## src/rtl/ctrlbank_pkg.sv

```systemverilog
// Package: shared constants and the request type used by the register bank.
// Assumes: register indices are the low seven address bits of either map.
package ctrlbank_pkg;

    localparam int IDX_W = 7;
    localparam int DATA_W = 8;

    // Index positions shared by both maps (address with bit 7 removed).
    localparam logic [IDX_W-1:0] PROG_IDX = 7'h5E;
    localparam logic [IDX_W-1:0] CLR_IDX = 7'h60;
    localparam logic [IDX_W-1:0] CTRL_BASE = 7'h61;

    // Test-select field inside control register 0.
    localparam int TSEL_LSB = 0;
    localparam int TSEL_W = 3;

    // One decoded request from a host path.
    typedef struct packed {
        logic wr;
        logic rd;
        logic [IDX_W-1:0] idx;
        logic [DATA_W-1:0] data;
    } cb_req_t;

endpackage

```

## src/rtl/cb_dev_match.sv

```systemverilog
// Module: device-address matcher for the two-wire path.
// Compares bits [7:1] of each address byte with a fixed address and a
// programmable one, acknowledges a hit one cycle later and keeps a
// session flag that gates register access.
// Assumes: strobes last one cycle; bit 0 of the byte is the direction bit.
module cb_dev_match #(
    parameter logic [7:0] FIXED_ADDR = 8'hEA
) (
    input  logic       clk,
    input  logic       rst_n,
    input  logic       dev_vld,
    input  logic [7:0] dev_byte,
    input  logic       stop,
    input  logic [7:0] prog_addr,
    output logic       ack,
    output logic       sel
);

    logic hit;
    logic unused_dir;

    assign unused_dir = dev_byte[0] ^ prog_addr[0];

    // Purpose: decide whether the byte belongs to this device.
    always_comb begin
        hit = (dev_byte[7:1] == FIXED_ADDR[7:1]) ||
              (dev_byte[7:1] == prog_addr[7:1]);
    end

    // Purpose: register the acknowledge and track the open session.
    always_ff @(posedge clk) begin
        if (!rst_n) begin
            ack <= 1'b0;
            sel <= 1'b0;
        end else if (dev_vld) begin
            ack <= hit;
            sel <= hit;
        end else begin
            ack <= 1'b0;
            if (stop) begin
                sel <= 1'b0;
            end
        end
    end

endmodule

```

## src/rtl/cb_port_decode.sv

```systemverilog
// Module: turns one host path's strobes into a request on the shared array.
// Keeps only addresses whose bit 7 equals MAP_HI and gates them with en.
// Assumes: write and read may be strobed together on one address.
module cb_port_decode
    import ctrlbank_pkg::*;
#(
    parameter bit MAP_HI = 1'b1
) (
    input  logic        wr_vld,
    input  logic        rd_vld,
    input  logic        en,
    input  logic [7:0]  addr,
    input  logic [7:0]  wdata,
    output cb_req_t     req
);

    logic in_map;

    // Purpose: qualify strobes with the map bit and the enable.
    always_comb begin
        in_map   = (addr[7] == MAP_HI) && en;
        req.wr   = wr_vld && in_map;
        req.rd   = rd_vld && in_map;
        req.idx  = addr[IDX_W-1:0];
        req.data = wdata;
    end

endmodule

```

## src/rtl/cb_reg_file.sv

```systemverilog
// Module: the shared register array: programmable device address, the
// data-less clear register and N_CTRL control registers.
// Port A has priority over port B for the same register. A clear from either
// port beats any control-register write in that cycle.
// Assumes: requests are already map-checked; reads return pre-write contents.
module cb_reg_file
    import ctrlbank_pkg::*;
#(
    parameter int         N_CTRL   = 11,
    parameter logic [7:0] PROG_RST = 8'hEA
) (
    input  logic                  clk,
    input  logic                  rst_n,
    input  cb_req_t               req_a,
    input  cb_req_t               req_b,
    output logic [N_CTRL*8-1:0]   ctrl_flat,
    output logic [7:0]            prog_addr,
    output logic [7:0]            rdata_a,
    output logic [7:0]            rdata_b
);

    localparam int FLAT_W = N_CTRL * 8;

    logic clr;

    // Purpose: read mux over the whole map for one index.
    function automatic logic [7:0] peek(input logic [IDX_W-1:0] idx,
                                        input logic [FLAT_W-1:0] flat,
                                        input logic [7:0] prog);
        logic [7:0] v;
        v = 8'h00;
        if (idx == PROG_IDX) begin
            v = prog;
        end
        for (int k = 0; k < N_CTRL; k++) begin
            if (idx == IDX_W'(int'(CTRL_BASE) + k)) begin
                v = flat[k*8 +: 8];
            end
        end
        return v;
    endfunction

    // Purpose: detect a write to the clear register from either port.
    always_comb begin
        clr = (req_a.wr && (req_a.idx == CLR_IDX)) ||
              (req_b.wr && (req_b.idx == CLR_IDX));
    end

    // Purpose: programmable device address, untouched by the clear.
    always_ff @(posedge clk) begin
        if (!rst_n) begin
            prog_addr <= PROG_RST;
        end else if (req_a.wr && (req_a.idx == PROG_IDX)) begin
            prog_addr <= req_a.data;
        end else if (req_b.wr && (req_b.idx == PROG_IDX)) begin
            prog_addr <= req_b.data;
        end
    end

    // Purpose: control registers with clear and port priority.
    always_ff @(posedge clk) begin
        if (!rst_n || clr) begin
            ctrl_flat <= '0;
        end else begin
            for (int k = 0; k < N_CTRL; k++) begin
                if (req_a.wr && (req_a.idx == IDX_W'(int'(CTRL_BASE) + k))) begin
                    ctrl_flat[k*8 +: 8] <= req_a.data;
                end else if (req_b.wr && (req_b.idx == IDX_W'(int'(CTRL_BASE) + k))) begin
                    ctrl_flat[k*8 +: 8] <= req_b.data;
                end
            end
        end
    end

    // Purpose: registered read data per port, zero when no read.
    always_ff @(posedge clk) begin
        if (!rst_n) begin
            rdata_a <= 8'h00;
            rdata_b <= 8'h00;
        end else begin
            rdata_a <= req_a.rd ? peek(req_a.idx, ctrl_flat, prog_addr) : 8'h00;
            rdata_b <= req_b.rd ? peek(req_b.idx, ctrl_flat, prog_addr) : 8'h00;
        end
    end

endmodule

```

## src/rtl/cb_test_mux.sv

```systemverilog
// Module: test pin direction and source selection from the test-select code.
// Codes below N_SRC drive a source pair, code N_SRC turns the pins to inputs,
// higher codes drive zero.
// Assumes: purely combinational, the code comes straight from a register.
module cb_test_mux #(
    parameter int N_SRC  = 5,
    parameter int TSEL_W = 3
) (
    input  logic [TSEL_W-1:0]  tsel,
    input  logic [N_SRC*2-1:0] src,
    output logic [1:0]         oe,
    output logic [1:0]         out
);

    // Purpose: choose pin direction and the driven pair.
    always_comb begin
        oe  = 2'b11;
        out = 2'b00;
        if (int'(tsel) < N_SRC) begin
            for (int k = 0; k < N_SRC; k++) begin
                if (int'(tsel) == k) begin
                    out = src[k*2 +: 2];
                end
            end
        end else if (int'(tsel) == N_SRC) begin
            oe = 2'b00;
        end
    end

endmodule

```

## src/rtl/ctrlbank_top.sv

```systemverilog
// Module: top of the dual-address control register bank.
// Connects the device-address matcher, one decoder per host path, the shared
// register array and the test pin mux.
// Assumes: the serial engines deliver one-cycle byte strobes; the two-wire
// path is port A (wins ties), the four-wire path is port B.
module ctrlbank_top
    import ctrlbank_pkg::*;
#(
    parameter int         N_CTRL     = 11,
    parameter int         N_SRC      = 5,
    parameter logic [7:0] FIXED_ADDR = 8'hEA
) (
    input  logic                 clk,
    input  logic                 rst_n,
    input  logic                 i2c_dev_vld,
    input  logic [7:0]           i2c_dev_byte,
    input  logic                 i2c_stop,
    output logic                 i2c_ack,
    input  logic                 i2c_wr_vld,
    input  logic                 i2c_rd_vld,
    input  logic [7:0]           i2c_addr,
    input  logic [7:0]           i2c_wdata,
    output logic [7:0]           i2c_rdata,
    input  logic                 spi_wr_vld,
    input  logic                 spi_rd_vld,
    input  logic [7:0]           spi_addr,
    input  logic [7:0]           spi_wdata,
    output logic [7:0]           spi_rdata,
    input  logic [N_SRC*2-1:0]   test_src,
    output logic [1:0]           tpin_oe,
    output logic [1:0]           tpin_out,
    output logic [N_CTRL*8-1:0]  ctrl_regs
);

    logic       i2c_sel;
    logic [7:0] prog_addr;
    cb_req_t    req_i2c;
    cb_req_t    req_spi;

    cb_dev_match #(.FIXED_ADDR(FIXED_ADDR)) u_match (
        .clk       (clk),
        .rst_n     (rst_n),
        .dev_vld   (i2c_dev_vld),
        .dev_byte  (i2c_dev_byte),
        .stop      (i2c_stop),
        .prog_addr (prog_addr),
        .ack       (i2c_ack),
        .sel       (i2c_sel)
    );

    cb_port_decode #(.MAP_HI(1'b1)) u_dec_i2c (
        .wr_vld (i2c_wr_vld),
        .rd_vld (i2c_rd_vld),
        .en     (i2c_sel),
        .addr   (i2c_addr),
        .wdata  (i2c_wdata),
        .req    (req_i2c)
    );

    cb_port_decode #(.MAP_HI(1'b0)) u_dec_spi (
        .wr_vld (spi_wr_vld),
        .rd_vld (spi_rd_vld),
        .en     (1'b1),
        .addr   (spi_addr),
        .wdata  (spi_wdata),
        .req    (req_spi)
    );

    cb_reg_file #(.N_CTRL(N_CTRL), .PROG_RST(FIXED_ADDR)) u_regs (
        .clk       (clk),
        .rst_n     (rst_n),
        .req_a     (req_i2c),
        .req_b     (req_spi),
        .ctrl_flat (ctrl_regs),
        .prog_addr (prog_addr),
        .rdata_a   (i2c_rdata),
        .rdata_b   (spi_rdata)
    );

    cb_test_mux #(.N_SRC(N_SRC), .TSEL_W(TSEL_W)) u_tmux (
        .tsel (ctrl_regs[TSEL_LSB +: TSEL_W]),
        .src  (test_src),
        .oe   (tpin_oe),
        .out  (tpin_out)
    );

endmodule

```

## config.mk

```make
export PLATFORM = sky130hd
export DESIGN_NAME = ctrlbank_top
export DESIGN_NICKNAME = d
export VERILOG_FILES = /design/src/rtl/ctrlbank_pkg.sv /design/src/rtl/cb_dev_match.sv /design/src/rtl/cb_port_decode.sv /design/src/rtl/cb_reg_file.sv /design/src/rtl/cb_test_mux.sv /design/src/rtl/ctrlbank_top.sv
export SDC_FILE = /design/constraint.sdc
export NUM_CORES = 1
export LEC_CHECK = 0
export BUFFER_PORTS_ARGS = -buffer_cell sky130_fd_sc_hd__buf_2
export CORE_UTILIZATION = 45
export CTS_BUF_LIST = sky130_fd_sc_hd__clkbuf_8
export DETAILED_ROUTE_END_ITERATION = 10
export PLACE_DENSITY = 0.77
export SETUP_SLACK_MARGIN = 0.1
export SYNTH_ARGS = -nofsm -noshare
export SYNTH_HDL_FRONTEND = slang
export SYNTH_SLANG_ARGS = --single-unit
```

## constraint.sdc

```tcl
create_clock -name clk -period 4.45 [get_ports clk]
set_clock_uncertainty 0.15 [all_clocks]
set_input_delay 1.335 -clock clk [delete_from_list [all_inputs] [get_ports clk]]
set_output_delay 1.335 -clock clk [all_outputs]
set_load 0.005 [all_outputs]
```

==> results.ini <==
[setup_path]
end_kind=primary output
crit_type=input pin to primary output
worstPathRequired_ps=2960
start_kind=input pin
r2r-start=u_match.sel
crit_fanout=2
worstRegToRegCells=6
rrSetupSlack_ps=1850
critPathArrivalTime_ps=2220
crit-reg2reg-capture=u_regs.ctrl_flat[19]

[worst_hold_path]
hold_start=u_match.sel
worstHoldPathCells=2
hp-class=flop to flop
hold_end=u_match.sel

[clock_tree]
clk_pin_slew_ps=60
post_cts_resized=0
insertion_delay_ps=460
cts_root_buffer=clkbuf_8
cts.sinks=114
cts_buffers=17
htree_levels=4
cts_tree=yes
ctsHoldBuffers=0
cts_setup_buffers=0
clockBufferDepth=2

[place]
dp_hpwl_um=20900
place_area_sq_um=8160
gp_congestion=0.989
port-buffer-count=165

[synthesis]
synth.avg_cell_area_sq_um=8.68
synth_cells=843
synth-edff-count=0
synthesis.nets=901
synth_area_sq_um=7320
ys_warn_count=0
ys.flop_type=dfxtp_1
synth_seq_cells=114
yosysUniqueCellTypes=72
synthArstFlopShare=0
yosysSeqAreaShare=0.312

[floorplan]
die_x_um=130
dieHeight_um=130
rows=46
io_pins=167
core-area_sq_um=15900
start_util=0.461
die_area_sq_um=16800

[final_layout]
nNetsFinal=1021
final_area_sq_um=8600
drive_gt1_frac=0.263
ff_latch_area_sq_um=2280
n_antenna_cell=0
multi_input_area_sq_um=4680
nFillCells=1517
area_growth_pct=17.6

[timing]
setup_tns_ps=0
slew_viol_final=0
fin_crit_sh=0.832
setup_viol=0
post-route-min-period_ps=3700
tightest_slew_ps=838
slew_headroom=0.438
hold_violations=0
max_freq_mhz=270
rsz0062_at_grt=false

[routing]
drt_iter0_drc=843
routed_via_density=6.44
wl_per_cell_um=24.5
drc=0
first_pass_iters=5
drt_wl_total_um=29300
ant_nets=0
vias=7673

[flow_run]
max_cap_viol_count=0

[global_route]
grt_pass1_wl_um=42600
grt_overflow=0
grt_usage=0.352
antenna_found_initial=0
grt_max_degree=36
grt_pass1_vias=6903

[pwr]
vdd_drop_max_v=0.000159
p_total_uw=2340
p_leak_uw=0.00397
power_density_nw_per_um2=272

[outcome]
status=complete, no violations

layout by cell type (no fill, tap or decap), drive strengths merged, types with 3 or more instances in the layout:
master   synthesis  final
a31oi            7      7
a21oi           26     26
o211ai           4      4
nor2b           19     19
or3              3      3
nand4            6      6
nand2           40     40
bufinv           0      4
o21ai           36     36
clkinv           0      4
o211a            3      3
nor3             9      9
mux2             6      6
a31o             3      3
o2bb2ai         11     11
o31ai            5      5
clkbuf          42     20
o21a             4      4
o221ai           6      6
buf             31    174
xnor2            3      3
a211oi         103    103
nor2           128    128
a21o             4      4
nand3b           5      5
o32ai            5      5
dfxtp          114    114
nand3           16     16
a2bb2oi          6      6
xor2             4      4
a221oi           5      5
mux2i          138    138
and3             3      3
nand2b          11     11
inv              4      6
o22ai            8      8
logic make-up after synthesis:
kind of cell	count (synthesis)	synth area share
AOI/OAI and AO/OA	247	0.254
DFF	114	0.312
xor gates and xnor gates	7	0.00838
muxes	145	0.201
buffers and inverters	77	0.0487
and+or+nand+nor	253	0.176
per-stage QoR:
| step | hold slack [ps] | std cells | utilization | worst slack (ps) |
|---|---|---|---|---|
| 6_report | 426 | 1192 | 0.542 | 749 |
| 5_1_grt | 441 | 1192 | 0.542 | 655 |
| 4_1_cts | 424 | 1192 | 0.542 | 762 |
| 2_1_floorplan | 351 | 843 | - | 991 |
| 3_3_place_gp | 397 | 1160 | 0.514 | 762 |
| 3_5_place_dp | 418 | 1160 | 0.514 | 756 |
critical path: stages:
cell and delay [ps]:
buf_2 90, nor2b_1 120, a211oi_1 220, a211oi_1 90, a21oi_1 140, o21ai_0 80
buf_2 140
power breakdown:
group | internal (uW) | leakage, uW | switching, uW | total, uW
Combinational | 67.3 | 0.00283 | 166 | 233
Sequential | 1020 | 0.000918 | 1.80 | 1020
Clock | 646 | 0.000227 | 440 | 1090
Total | 1740 | 0.00397 | 608 | 2340
synth_stat cells, types with 7 or more instances:
cell type	number	area [sq um]
a211oi_1	85	638
a211oi_2	18	225
a21oi_1	26	130
a31oi_1	7	43.8
buf_2	21	105
buf_4	7	52.6
clkbuf_1	42	158
dfxtp_1	114	2280
mux2i_1	138	1380
nand2_1	38	143
nand2b_1	9	56.3
nand3_1	9	45.0
nor2_1	125	469
nor2b_1	18	113
o21ai_0	35	175
o22ai_1	7	43.8
o2bb2ai_1	11	96.3
layer usage:
metal | up-vias | GRT usage | wire, um
li1 | 3411 | - | -
met1 | 3704 | 0.464 | 12300
met2 | 468 | 0.543 | 13100
met3 | 90 | 0.0735 | 2530
met4 | 0 | 0.179 | 1330
met5 | - | 0 | 0
sequential cells by signal, summed over array words and instances, names as in the netlist:
name	cells
u_regs.ctrl_flat	88
u_regs.rdata_a	8
u_match.sel	1
u_match.ack	1
u_regs.prog_addr	8
u_regs.rdata_b	8
worst max-delay path by stage:
stage,from,endpoint,slack [ps],cells after the start
after global placement,i2c_addr[0],u_regs.ctrl_flat[19],760,6
after floorplan,test_src[1],tpin_out[1],990,5
final,test_src[1],tpin_out[1],750,7
after CTS,test_src[1],tpin_out[1],760,7
after detailed placement,test_src[1],tpin_out[1],760,7
after global routing,test_src[1],tpin_out[1],660,7
final cells by class:
cell class | count | share of cell area
Clock buffer | 20 | 0.0320
Clock inverter | 12 | 0.0189
Inverter | 4 | 0.00175
Multi-Input combinational cell | 652 | 0.544
Sequential cell | 114 | 0.265
Tap cell | 216 | 0.0314
Timing Repair Buffer | 174 | 0.107
(Power assumes the default switching activity.)
